[src/rtl/sertx_pkg.sv]
package sertx_pkg;
  typedef enum logic [2:0] {
    FK_IDLE = 3'd0,
    FK_DATA = 3'd1,
    FK_PRE  = 3'd2,
    FK_BRK  = 3'd3,
    FK_MARK = 3'd4
  } frame_kind_e;
endpackage

[src/rtl/sertx_bit_clock.sv]
module sertx_bit_clock #(
  parameter int TICKS_PER_BIT = 16
) (
  input  logic clk,
  input  logic rst_n,
  input  logic tick,
  output logic bit_edge
);
  generate
    if (TICKS_PER_BIT == 1) begin : g_direct
      assign bit_edge = tick;
    end else begin : g_count
      localparam int PCW = $clog2(TICKS_PER_BIT);
      localparam logic [PCW-1:0] PC_LAST = PCW'(TICKS_PER_BIT - 1);
      logic [PCW-1:0] phase;
      always_ff @(posedge clk or negedge rst_n) begin
        if (!rst_n) begin
          phase <= '0;
        end else if (tick) begin
          phase <= (phase == PC_LAST) ? '0 : phase + 1'b1;
        end
      end
      assign bit_edge = tick && (phase == PC_LAST);
    end
  endgenerate
endmodule

[src/rtl/sertx_hold_buf.sv]
module sertx_hold_buf #(
  parameter int DATA_W = 8
) (
  input  logic              clk,
  input  logic              rst_n,
  input  logic              wr_stb,
  input  logic              accept,
  input  logic [DATA_W-1:0] wr_data,
  input  logic              bit8_in,
  input  logic              take,
  output logic              full,
  output logic [DATA_W-1:0] data,
  output logic              b8
);
  always_ff @(posedge clk or negedge rst_n) begin
    if (!rst_n) begin
      full <= 1'b0;
      data <= '0;
      b8   <= 1'b0;
    end else if (wr_stb && accept) begin
      full <= 1'b1;
      data <= wr_data;
      b8   <= bit8_in;
    end else if (take) begin
      full <= 1'b0;
    end
  end
endmodule

[src/rtl/sertx_arbiter.sv]
module sertx_arbiter
  import sertx_pkg::*;
#(
  parameter int DATA_W = 8,
  localparam int FW = DATA_W + 3,
  localparam int LW = $clog2(FW + 1)
) (
  input  logic              clk,
  input  logic              rst_n,
  input  logic              tx_en,
  input  logic              brk_req,
  input  logic              nine_bit,
  input  logic              slot,
  input  logic              bit_edge,
  input  logic              frame_end,
  input  logic              hold_full,
  input  logic [DATA_W-1:0] hold_data,
  input  logic              hold_b8,
  output logic              load,
  output logic [FW-1:0]     load_vec,
  output logic [LW-1:0]     load_len,
  output frame_kind_e       kind,
  output frame_kind_e       cur_kind,
  output logic              take,
  output logic              brk_lat,
  output logic              pre_pend,
  output logic              mark_pend
);
  // Character time in bits: start + data + optional ninth + stop.
  function automatic logic [LW-1:0] char_bits(input logic nine);
    return nine ? LW'(DATA_W + 3) : LW'(DATA_W + 2);
  endfunction

  // Data frame image, bit 0 goes out first; unused top bits stay 1.
  function automatic logic [FW-1:0] data_image(input logic [DATA_W-1:0] d,
                                               input logic b8,
                                               input logic nine);
    logic [FW-1:0] v;
    v           = '1;
    v[0]        = 1'b0;
    v[DATA_W:1] = d;
    if (nine) v[DATA_W+1] = b8;
    return v;
  endfunction

  logic en_q, brk_q;
  logic en_rise, brk_rise, pre_eff;

  assign en_rise  = tx_en && !en_q;
  assign brk_rise = brk_req && !brk_q;
  assign pre_eff  = pre_pend || en_rise;

  always_comb begin
    kind = FK_IDLE;
    if (slot && tx_en) begin
      if (brk_req || brk_lat)  kind = FK_BRK;
      else if (mark_pend)      kind = FK_MARK;
      else if (pre_eff)        kind = FK_PRE;
      else if (hold_full)      kind = FK_DATA;
    end
  end

  assign load = (kind != FK_IDLE);
  assign take = (kind == FK_DATA);

  always_comb begin
    load_vec = '1;
    load_len = char_bits(nine_bit);
    unique case (kind)
      FK_DATA: load_vec = data_image(hold_data, hold_b8, nine_bit);
      FK_BRK:  load_vec = '0;
      FK_MARK: load_len = LW'(1);
      default: load_vec = '1;
    endcase
  end

  always_ff @(posedge clk or negedge rst_n) begin
    if (!rst_n) begin
      en_q      <= 1'b0;
      brk_q     <= 1'b0;
      brk_lat   <= 1'b0;
      pre_pend  <= 1'b0;
      mark_pend <= 1'b0;
      cur_kind  <= FK_IDLE;
    end else begin
      en_q  <= tx_en;
      brk_q <= brk_req;
      if (kind == FK_BRK)  brk_lat <= 1'b0;
      else if (brk_rise)   brk_lat <= 1'b1;
      pre_pend <= pre_eff && !(kind == FK_PRE || kind == FK_BRK);
      if (kind == FK_BRK)       mark_pend <= 1'b1;
      else if (kind == FK_MARK) mark_pend <= 1'b0;
      if (load)                         cur_kind <= kind;
      else if (bit_edge && frame_end)   cur_kind <= FK_IDLE;
    end
  end
endmodule

[src/rtl/sertx_shifter.sv]
module sertx_shifter #(
  parameter int FW = 11,
  localparam int LW = $clog2(FW + 1)
) (
  input  logic          clk,
  input  logic          rst_n,
  input  logic          bit_edge,
  input  logic          load,
  input  logic [FW-1:0] load_vec,
  input  logic [LW-1:0] load_len,
  output logic          txd,
  output logic          busy,
  output logic          frame_end
);
  logic [FW-1:0] sh;
  logic [LW-1:0] left;

  always_ff @(posedge clk or negedge rst_n) begin
    if (!rst_n) begin
      sh   <= '1;
      left <= '0;
    end else if (bit_edge) begin
      if (load) begin
        sh   <= load_vec;
        left <= load_len;
      end else if (left != '0) begin
        sh   <= {1'b1, sh[FW-1:1]};
        left <= left - 1'b1;
      end
    end
  end

  assign busy      = (left != '0);
  assign frame_end = bit_edge && (left == LW'(1));
  assign txd       = busy ? sh[0] : 1'b1;
endmodule

[src/rtl/sertx_core.sv]
module sertx_core
  import sertx_pkg::*;
#(
  parameter int TICKS_PER_BIT = 16,
  parameter int DATA_W = 8
) (
  input  logic              clk,
  input  logic              rst_n,
  input  logic              baud_tick,
  input  logic              tx_en,
  input  logic              brk_req,
  input  logic              nine_bit,
  input  logic              bit8_in,
  input  logic              wr_stb,
  input  logic [DATA_W-1:0] wr_data,
  output logic              txd,
  output logic              buf_empty,
  output logic              tx_done
);
  localparam int FW = DATA_W + 3;
  localparam int LW = $clog2(FW + 1);

  logic              bit_edge, busy, frame_end, slot;
  logic              load, take, brk_lat, pre_pend, mark_pend;
  logic              hold_full, hold_b8;
  logic [DATA_W-1:0] hold_data;
  logic [FW-1:0]     load_vec;
  logic [LW-1:0]     load_len;
  frame_kind_e       kind, cur_kind;
  logic              load_brk, cur_brk;

  sertx_bit_clock #(.TICKS_PER_BIT(TICKS_PER_BIT)) u_clk (
    .clk(clk), .rst_n(rst_n), .tick(baud_tick), .bit_edge(bit_edge)
  );

  sertx_hold_buf #(.DATA_W(DATA_W)) u_hold (
    .clk(clk), .rst_n(rst_n), .wr_stb(wr_stb), .accept(tx_en),
    .wr_data(wr_data), .bit8_in(bit8_in), .take(take),
    .full(hold_full), .data(hold_data), .b8(hold_b8)
  );

  assign slot = bit_edge && (!busy || frame_end);

  sertx_arbiter #(.DATA_W(DATA_W)) u_arb (
    .clk(clk), .rst_n(rst_n), .tx_en(tx_en), .brk_req(brk_req),
    .nine_bit(nine_bit), .slot(slot), .bit_edge(bit_edge),
    .frame_end(frame_end), .hold_full(hold_full), .hold_data(hold_data),
    .hold_b8(hold_b8), .load(load), .load_vec(load_vec),
    .load_len(load_len), .kind(kind), .cur_kind(cur_kind), .take(take),
    .brk_lat(brk_lat), .pre_pend(pre_pend), .mark_pend(mark_pend)
  );

  sertx_shifter #(.FW(FW)) u_shift (
    .clk(clk), .rst_n(rst_n), .bit_edge(bit_edge), .load(load),
    .load_vec(load_vec), .load_len(load_len), .txd(txd), .busy(busy),
    .frame_end(frame_end)
  );

  assign load_brk  = (kind == FK_BRK);
  assign cur_brk   = (cur_kind == FK_BRK);
  assign buf_empty = !hold_full;
  assign tx_done   = !busy && !pre_pend && !brk_lat && !brk_req &&
                     !mark_pend && !hold_full;
endmodule

[config.mk]
export PLATFORM = sky130hd
export DESIGN_NAME = sertx_core
export DESIGN_NICKNAME = d
export VERILOG_FILES = /design/src/rtl/sertx_pkg.sv /design/src/rtl/sertx_bit_clock.sv /design/src/rtl/sertx_hold_buf.sv /design/src/rtl/sertx_arbiter.sv /design/src/rtl/sertx_shifter.sv /design/src/rtl/sertx_core.sv
export SDC_FILE = /design/constraint.sdc
export NUM_CORES = 1
export LEC_CHECK = 0
export CAP_MARGIN = 25
export CORE_MARGIN = 2
export CORE_UTILIZATION = 35
export CTS_CLUSTER_DIAMETER = 150
export DETAILED_ROUTE_END_ITERATION = 8
export PLACE_DENSITY_LB_ADDON = 0.25
export SLEW_MARGIN = 20
export SYNTH_ARGS = -nofsm -noshare
export SYNTH_HDL_FRONTEND = slang
export SYNTH_SLANG_ARGS = --single-unit
export TNS_END_PERCENT = 50
[constraint.sdc]
create_clock -name clk -period 1.7 [get_ports clk]
set_input_delay 0.34 -clock clk [delete_from_list [all_inputs] [get_ports clk]]
set_output_delay 0.34 -clock clk [all_outputs]
set_load 0.01 [all_outputs]
==> impl_metrics.env <==
export IMPL_overflow=0
export IMPL_cts_sinks=34
export IMPL_initial_core_util=0.369
export IMPL_grt_pass1_vias=1581
export IMPL_path_class="reg2out"
export IMPL_diodes=0
export IMPL_status="finished with violations"
export IMPL_detailroute_wirelength_met3_um=145
export IMPL_grt_setup_unrepaired="yes"
export IMPL_hp_class="in2async"
export IMPL_detail_route_first_pass_iterations=4
export IMPL_avgSynthCellArea_um2=10.1
export IMPL_fin_skew_ps=7.68
export IMPL_violations="negative setup slack"
export IMPL_synth_most_common_cell="dfrtp_1"
export IMPL_syn_cell_area_um2=1780
export IMPL_gp_congestion=0.809
export IMPL_startpoint_type="flop"
export IMPL_critical_path_slowest_cell="dfrtp_1"
export IMPL_antenna_left=0
export IMPL_port_buffers=18
export IMPL_highest_layer="met4"
export IMPL_ys_types=41
export IMPL_cts_root_buf="clkbuf_8"
export IMPL_synth_warnings=0
export IMPL_drt_met1_wl_mm=1.98
export IMPL_synth_edf_count=0
export IMPL_yosysSeqAreaShare=0.487
export IMPL_ios=19
export IMPL_dp_hpwl_mm=3.11
export IMPL_core_um2=4820
export IMPL_slew_violations=0
export IMPL_p_total_mw=2.97
export IMPL_fp_dieW_um=75.2
export IMPL_htree_levels=2
export IMPL_areaGrowthSynthToFinish_pct=45.7
export IMPL_syn_nets=194
export IMPL_clk_pin_slew_worst_paths_ps=70
export IMPL_drive_gt1_frac=0.433
export IMPL_utilization=0.537
export IMPL_cp_max_fo=3
export IMPL_synth_ff_type="dfrtp_1"
export IMPL_grt_max_degree=35
export IMPL_core_rowCount=25
export IMPL_ys_ff_latch=34
export IMPL_nets=249
export IMPL_dp_cells=285
export IMPL_vias=1537
export IMPL_track_usage=0.173
export IMPL_crit_chain="inv_2 > ha_4 > or3b_4 > buf_6 > nand2b_1 > buf_2"
export IMPL_endpoint_kind="output pin"
export IMPL_setup_viol=18
export IMPL_cp_arrival_ps=1590
export IMPL_routed_wl_met2_mm=2.14
export IMPL_wl_per_cell_um=14.5
export IMPL_peakVddDrop_uv=480
export IMPL_dieHeight_um=75.2
export IMPL_fmax_ghz=0.519
export IMPL_synth_top_cell_by_area="dfrtp_1"
export IMPL_critPathRequiredTime_ps=1360
export IMPL_fin_crit_ps=1930
export IMPL_powerDensity_nw_per_um2=1150
export IMPL_tightest_slew_ps=317
export IMPL_cts_buffers=5
export IMPL_post_drt_via_cell_ratio=5.16
export IMPL_syn_inst=175
export IMPL_relSlewSlack=0.788
export IMPL_die_area_um2=5660
export IMPL_drc_errors=0
export IMPL_antenna_found_initial=0
export IMPL_yosys_top_cells_area="dfrtp_1 (32%), dfstp_2 (16%), mux2_2 (7.0%)"
export IMPL_grt_pass1_wl_mm=7.28
export IMPL_wirelength_mm=4.33
export IMPL_setup_slack_ps=-227
export IMPL_power_leakage_nw=1.06
export IMPL_cts_tree="yes"
export IMPL_clk_latency_ps=290
export IMPL_drv_cap=0
export IMPL_final_cells=298
export IMPL_timing_final_crit_share=1.13
export IMPL_cts_buffer_depth=2
export IMPL_synthTopCellsByCount="dfrtp_1 (23), nand2_1 (17), a21oi_1 (16), nor2_1 (12)"
export IMPL_async_reset_ff_frac=1.00
export IMPL_slowest_delay_ps=390
export IMPL_synth_top_area_frac=0.324
export IMPL_hold_viol=0
export IMPL_setup_tns_ps=-1590
export IMPL_drtIter0Drc=75
-- layout by cell type, fill, tap and decap left out, drive strengths merged --
cell type,synthesis,routed
a22o,1,1
xnor2,1,1
o21ai,11,11
a21o,1,1
a2bb2oi,2,2
ha,3,3
nor2b,1,1
nor3,3,3
o31ai,6,6
nor2,12,12
nand2b,3,3
inv,7,7
a32oi,4,4
nor4b,1,1
buf,8,42
dfstp,11,11
and2,2,3
a311o,1,1
or3b,1,1
clkdlybuf4s50,0,14
a31oi,1,1
dfrtp,23,23
nand4,2,2
a21oi,16,16
mux2,11,11
or4,2,2
nand3,10,10
nor4,3,3
clkinv,0,1
or3,1,1
nand4b,5,5
dlygate4sd2,0,2
o211a,1,1
nand2,17,17
and4,1,1
clkbuf,3,7
-- worst max-delay path, delay by kind of cell, from the launching register on --
kind          cells  cell delay (ps)
flops             1              390
buf+inv           3              330
simple gates      2              440
fa+ha+maj         1              130
-- where the power goes --
group / switching (mW) / internal, mW / total, mW / leakage [nW]
clock: 0.293 / 0.327 / 0.619 / 0.0482
combinational: 0.526 / 0.649 / 1.17 / 0.623
sequential: 0.131 / 1.04 / 1.17 / 0.384
-- state kept, by name, summed over array words and instances (netlist names) --
| signal | cells |
|---|---|
| u_hold.data | 8 |
| u_hold.b8 | 1 |
| u_arb.brk_q | 1 |
| u_arb.en_q | 1 |
| u_shift.left | 4 |
| u_arb.pre_pend | 1 |
| u_shift.sh | 11 |
| u_hold.full | 1 |
| u_clk.g_count.phase | 4 |
| u_arb.mark_pend | 1 |
| u_arb.brk_lat | 1 |
-- repair_timing --
action | CTS | global route
setup endpoints to repair | 19 | 19
setup buffers | 4 | 1
pin swaps | 5 | 3
gates cloned | 1 | 0
resized for setup | 35 | 13
hold buffers | 0 | 0
-- cell type report --
type | instances | area, um^2
well taps | 67 | 83.8
multi-input cells | 124 | 997
clock inverters | 1 | 5.00
inverters | 7 | 26.3
clock buffers | 7 | 86.3
fillers | 451 | 2230
flip-flops and latches | 34 | 865
repair buffers | 58 | 523
-- logic make-up (layout without fill, tap and decap cells) --
kind of cell             Yosys count  count (layout)  share of synthesized area
flip-flops                        34              34                      0.487
AO/OA/AOI/OAI                     44              44                      0.155
AND/OR/NAND/NOR                   64              65                      0.206
multiplexers                      11              11                     0.0698
buffers and inverters             18              73                     0.0564
XOR/XNOR                           1               1                    0.00493
adder cells (fa/ha/maj)            3               3                     0.0211
-- per-layer routing --
metal	vias up	track usage
li1	749	-
met1	752	0.223
met2	29	0.283
met3	7	0.0402
met4	0	0.0663
met5	-	0
-- per-stage QoR --
step,hold WS [ps],setup WS (ps),instance area (um^2)
finish,416,-227,2590
global route,427,-294,2590
CTS,425,-253,2520
detailed placement,465,-576,2290
global placement,464,-564,2290
floorplan,44.4,-106,1810
-- path summary, 6_finish.rpt --
kind                                 start              end  slack [ps]  depth (start not counted)
max reg2reg                u_shift.left[1]    u_shift.sh[5]        -110                          8
max in group asynchronous            rst_n    u_shift.sh[5]        1030                          2
max                        u_shift.left[1]              txd        -230                          6
min                                  rst_n  u_shift.left[3]         420                          2
min reg2reg                 u_shift.sh[10]   u_shift.sh[10]         480                          2
min in group clk            u_shift.sh[10]   u_shift.sh[10]         480                          2
No activity file was read; power rests on OpenSTA's default activity.
